File: src/rtl/pdial_pkg.sv
package pdial_pkg;
  typedef enum logic [2:0] {
    ST_IDLE, ST_PRE, ST_BRK, ST_MAKE, ST_IDP, ST_FBRK, ST_FPAUSE
  } dial_state_e;

  function automatic int unsigned max2(input int unsigned a, input int unsigned b);
    return (a > b) ? a : b;
  endfunction
endpackage

File: src/rtl/pdial_timer.sv
module pdial_timer #(
  parameter int unsigned CNT_W = 10
) (
  input  logic             clk_i,
  input  logic             rst_ni,
  input  logic             tick_i,
  input  logic             load_i,
  input  logic [CNT_W-1:0] load_val_i,
  output logic [CNT_W-1:0] cnt_o,
  output logic             done_o
);
  logic [CNT_W-1:0] cnt_q;

  always_ff @(posedge clk_i or negedge rst_ni) begin
    if (!rst_ni)                    cnt_q <= '0;
    else if (load_i)                cnt_q <= load_val_i;
    else if (tick_i && cnt_q != '0) cnt_q <= cnt_q - 1'b1;
  end

  assign cnt_o  = cnt_q;
  assign done_o = tick_i && (cnt_q == CNT_W'(1));

  AST_LOAD_NONZERO: assert property (@(posedge clk_i) disable iff (!rst_ni)
    load_i |-> load_val_i != '0);
endmodule

File: src/rtl/pdial_pulse_cnt.sv
module pdial_pulse_cnt #(
  parameter int unsigned PC_W = 4
) (
  input  logic            clk_i,
  input  logic            rst_ni,
  input  logic            load_i,
  input  logic [PC_W-1:0] load_val_i,
  input  logic            dec_i,
  output logic            last_o
);
  logic [PC_W-1:0] rem_q;

  always_ff @(posedge clk_i or negedge rst_ni) begin
    if (!rst_ni)     rem_q <= '0;
    else if (load_i) rem_q <= load_val_i;
    else if (dec_i)  rem_q <= rem_q - 1'b1;
  end

  assign last_o = (rem_q == PC_W'(1));

  AST_NO_PULSE_UNDERRUN: assert property (@(posedge clk_i) disable iff (!rst_ni)
    dec_i |-> rem_q > PC_W'(1));
endmodule

File: src/rtl/pdial_fsm.sv
module pdial_fsm
  import pdial_pkg::*;
#(
  parameter int unsigned CNT_W       = 10,
  parameter int unsigned PC_W        = 4,
  parameter int unsigned PRE_A       = 40,
  parameter int unsigned MAKE_A      = 40,
  parameter int unsigned BRK_A       = 60,
  parameter int unsigned PRE_B       = 33,
  parameter int unsigned MAKE_B      = 33,
  parameter int unsigned BRK_B       = 67,
  parameter int unsigned IDP_T       = 800,
  parameter int unsigned FPAUSE_T    = 1000,
  parameter int unsigned ZERO_PULSES = 10,
  parameter int unsigned FLASH_T [4] = '{600, 300, 73, 100}
) (
  input  logic             clk_i,
  input  logic             rst_ni,
  input  logic             req_valid_i,
  input  logic             req_flash_i,
  input  logic [3:0]       req_code_i,
  input  logic             ratio_sel_i,
  input  logic             tmr_done_i,
  input  logic             last_pulse_i,
  output logic             tmr_load_o,
  output logic [CNT_W-1:0] tmr_val_o,
  output logic             pc_load_o,
  output logic [PC_W-1:0]  pc_val_o,
  output logic             pc_dec_o,
  output dial_state_e      state_o,
  output logic             ratio_o
);
  dial_state_e state_q, state_d;
  logic ratio_q, ratio_d;
  logic [CNT_W-1:0] brk_len, make_len;

  assign brk_len  = ratio_q ? CNT_W'(BRK_B)  : CNT_W'(BRK_A);
  assign make_len = ratio_q ? CNT_W'(MAKE_B) : CNT_W'(MAKE_A);

  always_comb begin
    state_d    = state_q;
    ratio_d    = ratio_q;
    tmr_load_o = 1'b0;
    tmr_val_o  = '0;
    pc_load_o  = 1'b0;
    pc_val_o   = '0;
    pc_dec_o   = 1'b0;
    unique case (state_q)
      ST_IDLE: if (req_valid_i) begin
        if (req_flash_i) begin
          state_d    = ST_FBRK;
          tmr_load_o = 1'b1;
          tmr_val_o  = CNT_W'(FLASH_T[req_code_i[1:0]]);
        end else if (req_code_i <= 4'd9) begin
          state_d    = ST_PRE;
          ratio_d    = ratio_sel_i;
          tmr_load_o = 1'b1;
          tmr_val_o  = ratio_sel_i ? CNT_W'(PRE_B) : CNT_W'(PRE_A);
          pc_load_o  = 1'b1;
          pc_val_o   = (req_code_i == 4'd0) ? PC_W'(ZERO_PULSES) : PC_W'(req_code_i);
        end
      end
      ST_PRE: if (tmr_done_i) begin
        state_d = ST_BRK; tmr_load_o = 1'b1; tmr_val_o = brk_len;
      end
      ST_BRK: if (tmr_done_i) begin
        state_d = ST_MAKE; tmr_load_o = 1'b1; tmr_val_o = make_len;
      end
      ST_MAKE: if (tmr_done_i) begin
        tmr_load_o = 1'b1;
        if (last_pulse_i) begin
          state_d = ST_IDP; tmr_val_o = CNT_W'(IDP_T);
        end else begin
          state_d = ST_BRK; tmr_val_o = brk_len; pc_dec_o = 1'b1;
        end
      end
      ST_FBRK: if (tmr_done_i) begin
        state_d = ST_FPAUSE; tmr_load_o = 1'b1; tmr_val_o = CNT_W'(FPAUSE_T);
      end
      ST_IDP, ST_FPAUSE: if (tmr_done_i) state_d = ST_IDLE;
      default: state_d = ST_IDLE;
    endcase
  end

  always_ff @(posedge clk_i or negedge rst_ni) begin
    if (!rst_ni) begin
      state_q <= ST_IDLE;
      ratio_q <= 1'b0;
    end else begin
      state_q <= state_d;
      ratio_q <= ratio_d;
    end
  end

  assign state_o = state_q;
  assign ratio_o = ratio_q;
endmodule

File: src/rtl/pdial_top.sv
module pdial_top
  import pdial_pkg::*;
#(
  parameter int unsigned PRE_A       = 40,
  parameter int unsigned MAKE_A      = 40,
  parameter int unsigned BRK_A       = 60,
  parameter int unsigned PRE_B       = 33,
  parameter int unsigned MAKE_B      = 33,
  parameter int unsigned BRK_B       = 67,
  parameter int unsigned IDP_T       = 800,
  parameter int unsigned FPAUSE_T    = 1000,
  parameter int unsigned ZERO_PULSES = 10,
  parameter int unsigned FLASH_T [4] = '{600, 300, 73, 100}
) (
  input  logic       clk_i,
  input  logic       rst_ni,
  input  logic       tick_i,
  input  logic       req_valid_i,
  output logic       req_ready_o,
  input  logic       req_flash_i,
  input  logic [3:0] req_code_i,
  input  logic       ratio_sel_i,
  output logic       break_o,
  output logic       pulse_mute_o,
  output logic       tp_mute_no,
  output logic       busy_o
);
  localparam int unsigned FL_MAX = max2(max2(FLASH_T[0], FLASH_T[1]), max2(FLASH_T[2], FLASH_T[3]));
  localparam int unsigned T_MAX  = max2(max2(max2(IDP_T, FPAUSE_T), FL_MAX),
                                        max2(max2(BRK_A, BRK_B), max2(PRE_A, PRE_B)));
  localparam int unsigned CNT_W  = $clog2(T_MAX + 1);
  localparam int unsigned PC_W   = $clog2(max2(ZERO_PULSES, 9) + 1);

  logic             tmr_load, tmr_done, pc_load, pc_dec, last_pulse, ratio_q, mute;
  logic [CNT_W-1:0] tmr_val, tmr_cnt;
  logic [PC_W-1:0]  pc_val;
  dial_state_e      state;

  pdial_fsm #(
    .CNT_W(CNT_W), .PC_W(PC_W),
    .PRE_A(PRE_A), .MAKE_A(MAKE_A), .BRK_A(BRK_A),
    .PRE_B(PRE_B), .MAKE_B(MAKE_B), .BRK_B(BRK_B),
    .IDP_T(IDP_T), .FPAUSE_T(FPAUSE_T), .ZERO_PULSES(ZERO_PULSES), .FLASH_T(FLASH_T)
  ) u_fsm (
    .clk_i, .rst_ni,
    .req_valid_i (req_valid_i && req_ready_o),
    .req_flash_i, .req_code_i, .ratio_sel_i,
    .tmr_done_i  (tmr_done),
    .last_pulse_i(last_pulse),
    .tmr_load_o  (tmr_load),
    .tmr_val_o   (tmr_val),
    .pc_load_o   (pc_load),
    .pc_val_o    (pc_val),
    .pc_dec_o    (pc_dec),
    .state_o     (state),
    .ratio_o     (ratio_q)
  );

  pdial_timer #(.CNT_W(CNT_W)) u_timer (
    .clk_i, .rst_ni, .tick_i,
    .load_i(tmr_load), .load_val_i(tmr_val),
    .cnt_o(tmr_cnt), .done_o(tmr_done)
  );

  pdial_pulse_cnt #(.PC_W(PC_W)) u_pcnt (
    .clk_i, .rst_ni,
    .load_i(pc_load), .load_val_i(pc_val), .dec_i(pc_dec), .last_o(last_pulse)
  );

  assign break_o      = (state == ST_BRK) || (state == ST_FBRK);
  assign mute         = (state == ST_PRE) || (state == ST_BRK) ||
                        (state == ST_MAKE) || (state == ST_FBRK);
  assign pulse_mute_o = mute;
  assign tp_mute_no   = ~mute;
  assign busy_o       = (state != ST_IDLE);
  assign req_ready_o  = ~busy_o;

  AST_BREAK_MUTED: assert property (@(posedge clk_i) disable iff (!rst_ni)
    break_o |-> pulse_mute_o);
  AST_ACCEPT_BUSY: assert property (@(posedge clk_i) disable iff (!rst_ni)
    (req_valid_i && req_ready_o && (req_flash_i || req_code_i <= 4'd9)) |=> busy_o);
  AST_RATIO_HELD: assert property (@(posedge clk_i) disable iff (!rst_ni)
    (busy_o && $past(busy_o)) |-> $stable(ratio_q));
  AST_TIMER_LIVE: assert property (@(posedge clk_i) disable iff (!rst_ni)
    busy_o |-> tmr_cnt != '0);
endmodule

File: config.mk
export PLATFORM = sky130hd
export DESIGN_NAME = pdial_top
export DESIGN_NICKNAME = d
export VERILOG_FILES = /design/src/rtl/pdial_pkg.sv /design/src/rtl/pdial_timer.sv /design/src/rtl/pdial_pulse_cnt.sv /design/src/rtl/pdial_fsm.sv /design/src/rtl/pdial_top.sv
export SDC_FILE = /design/constraint.sdc
export NUM_CORES = 1
export LEC_CHECK = 0
export ABC_CLOCK_PERIOD_IN_PS = 5400
export CORE_MARGIN = 3
export CORE_UTILIZATION = 50
export DETAILED_ROUTE_END_ITERATION = 12
export PLACE_DENSITY = 0.8
export SLEW_MARGIN = 10
export SYNTH_ARGS = -nofsm -noshare
export SYNTH_HDL_FRONTEND = slang
export SYNTH_SLANG_ARGS = --single-unit
File: constraint.sdc
create_clock -name clk_i -period 5.4 [get_ports clk_i]
set_input_delay 0.81 -clock clk_i [delete_from_list [all_inputs] [get_ports clk_i]]
set_output_delay 0.81 -clock clk_i [all_outputs]
set_load 0.05 [all_outputs]
# Word level (Yosys, flattened, before mapping)
# Cells that the tools add are included.
totals:
  out_inout_bits: 5
  word_cells: 89
  register_bits: 18
classes:
  add_sub_neg: 2
  n_mux: 45
  order_cmp: 2
  n_eq_ne: 15
  n_reduce_logical: 17
  bitwise: 4
ops:
  columns: ["operator", "n"]
  rows:
  - ["$mux 10", 12]
  - ["$bmux 32 s2", 1]
  - ["$pmux 10 s5", 1]
  - ["$mux 4", 9]
  - ["$mux 3", 9]
  - ["$pmux 3 s6", 1]
  - ["$eq 10x1->1 const B", 1]
  - ["$mux 1", 10]
  - ["$ne 2x2->1 const B", 5]
  - ["$reduce_bool 10->1", 1]
  - ["$sub 10x1->10 const B", 1]
  - ["$eq 3x3->1 const B", 3]
  - ["$mux 7", 1]
  - ["$reduce_and 7->1", 1]
  - ["$eq 3x2->1 const B", 2]
  - ["$eq 4x1->1 const B", 1]
  - ["$le 4x4->1 const B", 1]
  - ["$logic_not 4->1", 1]
  - ["$logic_or 1x1->1", 4]
  - ["$reduce_and 4->1", 1]
  - ["$reduce_bool 2->1", 2]
  - ["$reduce_or 4->1", 1]
  - ["$sub 4x1->4 const B", 1]
  - ["$eq 3x1->1 const B", 1]
  - ["other kinds (10)", 14]

# Depth between registers and ports, before layout
depth:
  depth_word: 8
  ltp_mapped: 8
  ltp_nobuf: 7

# Hierarchy
# A second synthesis with hierarchy kept.
hier_totals:
  cells_unflattened: 180
  hier_area_um2: 1490.2
modules_own_cells:
  columns: ["mod", "n_inst", "area_each_um2", "cells_each", "seq_area_each_um2"]
  rows:
  - ["pdial_timer", 1, 641.9, 72, 250.2]
  - ["pdial_fsm", 1, 550.5, 77, 100.1]
  - ["pdial_pulse_cnt", 1, 242.7, 22, 100.1]
  - ["pdial_top", 1, 55.1, 9, 0.0]

# Worst setup path before layout
# OpenSTA, ideal clock, no wires.
synth_path:
  kind: "reg2out"
  from: "register u_fsm.state_q[1] (netlist: u_fsm.state_o[1])"
  to: "output busy_o"
  t_arrival_ns: 2.286
  path_slack_ns: 2.304
  required_time_ns: 4.590
  stages_incl_launch_ff: 3
  n_path_buf: 0
  cell_sequence: "dfrtp_1 > nor3_1 > inv_1"
synth_between:
  elab_chain_cells: 1
synth_lines:
  columns: ["item", "line_no", "source"]
  rows:
  - ["start, declared", "pdial_fsm.sv:33", "dial_state_e state_q, state_d;"]
  - ["start signal, assigned", "pdial_fsm.sv:90", "state_q <= state_d;"]
  - ["$reduce_bool 3->1", "pdial_top.sv:75", "assign busy_o = (state != ST_IDLE);"]
  - ["end, declared", "pdial_top.sv:26", "output logic busy_o"]
# No other way between the ends.

# Worst setup path in the final report
layout_path:
  from: "register u_fsm.state_q[1] (netlist: u_fsm.state_o[1])"
  to: "output req_ready_o"
layout_between:
  elab_chain_cells: 2
layout_lines:
  columns: ["item", "line_no", "source"]
  rows:
  - ["$reduce_bool 3->1", "pdial_top.sv:75", null]
  - ["$not 1->1", "pdial_top.sv:76", "assign req_ready_o = ~busy_o;"]
  - ["end, declared", "pdial_top.sv:19", "output logic req_ready_o,"]
# No other way between the ends.

==> results.md <==
* Port Buffers at 14
* CTS Buffer Depth at 2
* Largest net degree at the start of global routing at 19
* Core area at 2567 sq um
* Fin Setup TNS at 0 ns
* Residual DRC at 0
* # hold bufs at CTS at 0
* Syn avg cell area at 8.463 sq um
* Tmin final at 3.158 ns
* Crit path DAT at 2.35 ns
* Final #Nets at 193
* Dpl hpwl at 2.448 mm
* CP peak stage delay at 0.93 ns
* Max-cap viol count at 0
* First-pass GRT wire length at 5.589 mm
* Fillers at 239
* RSZ-0062 raised after global routing: false
* Clock latency on the worst-skew pair at 0.30 ns
* R2R Setup Slk at 3.17 ns
* Setup Buffers After CTS at 0
* Initial Utilization at 54.39%
* Post-synth ARST share at 100.0%
* Worst vdd ir at 0.2191 mV
* Placed cell areas at 1544 sq um
* Share of cells above drive strength 1 at 7.910%
* All-Layer GR Usage at 20.91%
* Synth Warn # at 0
* Vias/cell at 6.227
* Outcome: finished clean
* CP cell instances: nor3_1, clkdlybuf4s50_1
* Worst r2r path cells at 7
* Leakage Power at 0.6461 nW
* Max-slew violation count at 0
* DR WL/cell at 15.46 um
* Worst EP required at 4.59 ns
* Fmax at 0.3167 GHz
* Ys flop type: dfrtp_1
* Vias at 1289
* Max stage delay cell, worst path: clkdlybuf4s50_1
* CP Launch Type: flip-flop
* Layout overhead on the synthesized area at 13.17%
* Inserted Clock Buffers at 3
* Hold slack at 0.6133 ns
* Vias in the first global route at 1206
* Hold violation total from the final report at 0
* Critical Path Fanout Max at 13
* DR pass1 iterations at 4
* Crit Path Category: reg -> out
* Share of the synthesized area in the top cell type at 32.26%
* # setup viols final at 0
* Post-CTS sizing at 0
* Die Width at 58.85 um
* Worst setup EP type: output port
* PwrDens at 372.1 nW/um^2
* Hold path start: u_fsm.ratio_o
* Cell row count at 18
* Dominant cells by area after synthesis: dfrtp_1 32%, a21oi_1 4.7%, ha_1 4.5%
* Clk sinks at 18
* Synthesized flop and latch total at 18
* Final period util at 58.47%
* Antenna violations before repair at 0
* Synth area leader: dfrtp_1
* # diodes at 0
* Root Driver: clkbuf_4
* Clock transition at path regs at 0.11 ns
* Total gr overflow at 0
* Final wirelength at 3.201 mm
* H-Tree Depth at 1
* Slew @ Worst Pin at 0.8370 ns
* Yosys cell types at 45
* Initial DRC count at 64
* Post-synth EDFFs at 0
* Fin area at 1580 sq um
* Terminating pin of the worst hold path: u_timer.cnt_o[0]
* Seq/Total Area, Yosys at 32.26%
* CTS tree: built
* Clock skew at 0.003118 ns
* Mapped Cells at 165
* RR Endpoint: u_timer.cnt_o[4]
* Post-Syn Area at 1396 sq um
* RePlAce Congestion at 0.8994
* Syn Nets at 180
* Die Ht at 58.85 um
* I/O pin count at 15
* Multi-input logic area at 870.8 sq um
* Register area at 450.4 sq um
* Detail Route Antenna Nets at 0
* Hold Path Depth at 2
* Worst flop-to-flop path startpoint: u_timer.cnt_o[1]
* Die area at 3463 sq um
* HP Class: reg -> reg
* Worst slew margin at 44.02%
[power by group]
group          leakage (nW)  internal [mW]  switching [mW]
Sequential            0.212          0.180          0.0619
Combinational         0.413          0.113           0.148
Clock                0.0210         0.0411          0.0441
[area by class of cell]
| type | instances | share of cell area, % |
|---|---|---|
| clock buffer | 4 | 2.296 |
| inverter | 12 | 2.850 |
| multi-input combinational | 129 | 55.11 |
| sequential | 18 | 28.50 |
| tap | 30 | 2.375 |
| timing repair buffer | 14 | 8.868 |
[how the worst max path moves through the flow]
stage	from	end	slack, ns	cells past startpoint
6_report	u_fsm.state_o[1]	req_ready_o	2.24	2
5_1_grt	u_fsm.state_o[1]	req_ready_o	2.09	2
4_1_cts	u_fsm.state_o[1]	req_ready_o	2.22	2
3_5_place_dp	tick_i	u_timer.cnt_o[9]	2.39	6
3_3_place_gp	tick_i	u_timer.cnt_o[9]	2.42	6
2_1_floorplan	u_fsm.state_o[1]	busy_o	2.30	2
[placed cells by master, fill, tap and decap left out, types with 3 or more instances in the layout]
master,count
dfrtp_1,18
o211ai_1,3
nand3_1,3
nor2_1,14
xor2_1,3
ha_1,5
inv_1,12
nand2b_1,3
o21ai_0,10
clkdlybuf4s50_1,14
nor3_1,9
a211oi_1,4
clkbuf_4,3
mux2i_1,4
a21oi_1,13
nand4_1,3
nand2_1,16
xnor2_1,4
[per-layer routing]
metal | GRT usage (%) | vias to the layer above | part of all wire, %
met5 | 0 | - | 0
met4 | 7.767 | 0 | 1.8
met3 | 2.632 | 7 | 6.1
met2 | 33.28 | 49 | 47
met1 | 28.98 | 612 | 45
li1 | - | 621 | -
[critical path, delay by kind of cell, from the launching register on]
| kind | cells | cell delay (ns) |
|---|---|---|
| simple gates | 1 | 0.60 |
| buf+inv | 1 | 0.93 |
| flops | 1 | 0.52 |
[kinds of logic after synthesis]
group,after synthesis,synth area share [%]
compound gates,44,20.07
simple gates,67,28.94
flops,18,32.26
xor+xnor,7,4.391
mux,6,4.480
fa+ha+maj,5,4.480
buf+inv,18,5.376
[flip-flops by register name (all words and copies together) (netlist names)]
signal	cells
u_fsm.ratio_o	1
u_fsm.state_o	3
u_pcnt.rem_q	4
u_timer.cnt_o	10
[synth_stat cells, types with 3 or more instances]
cell	instances
a21oi_1	13
ha_1	5
nor2_1	14
clkbuf_1	5
xnor2_1	4
nand2_1	16
nand4_1	3
inv_1	12
xor2_1	3
o21ai_0	10
mux2i_1	4
nor3_1	9
o211ai_1	3
dfrtp_1	18
nand3_1	3
nand2b_1	3
a211oi_1	4
[metrics by stage]
step                std cells  util, %  total power, mW  worst slack [ns]
finish                    207    61.55           0.5881             2.242
global route              207    61.55           0.6324             2.094
CTS                       207    61.55           0.5872             2.222
detailed placement        203    60.14           0.5017             2.394
global placement          203    60.14           0.4927             2.425
floorplan                 165        -           0.4333             2.304
Note: power is estimated with default switching activity, not from simulation.
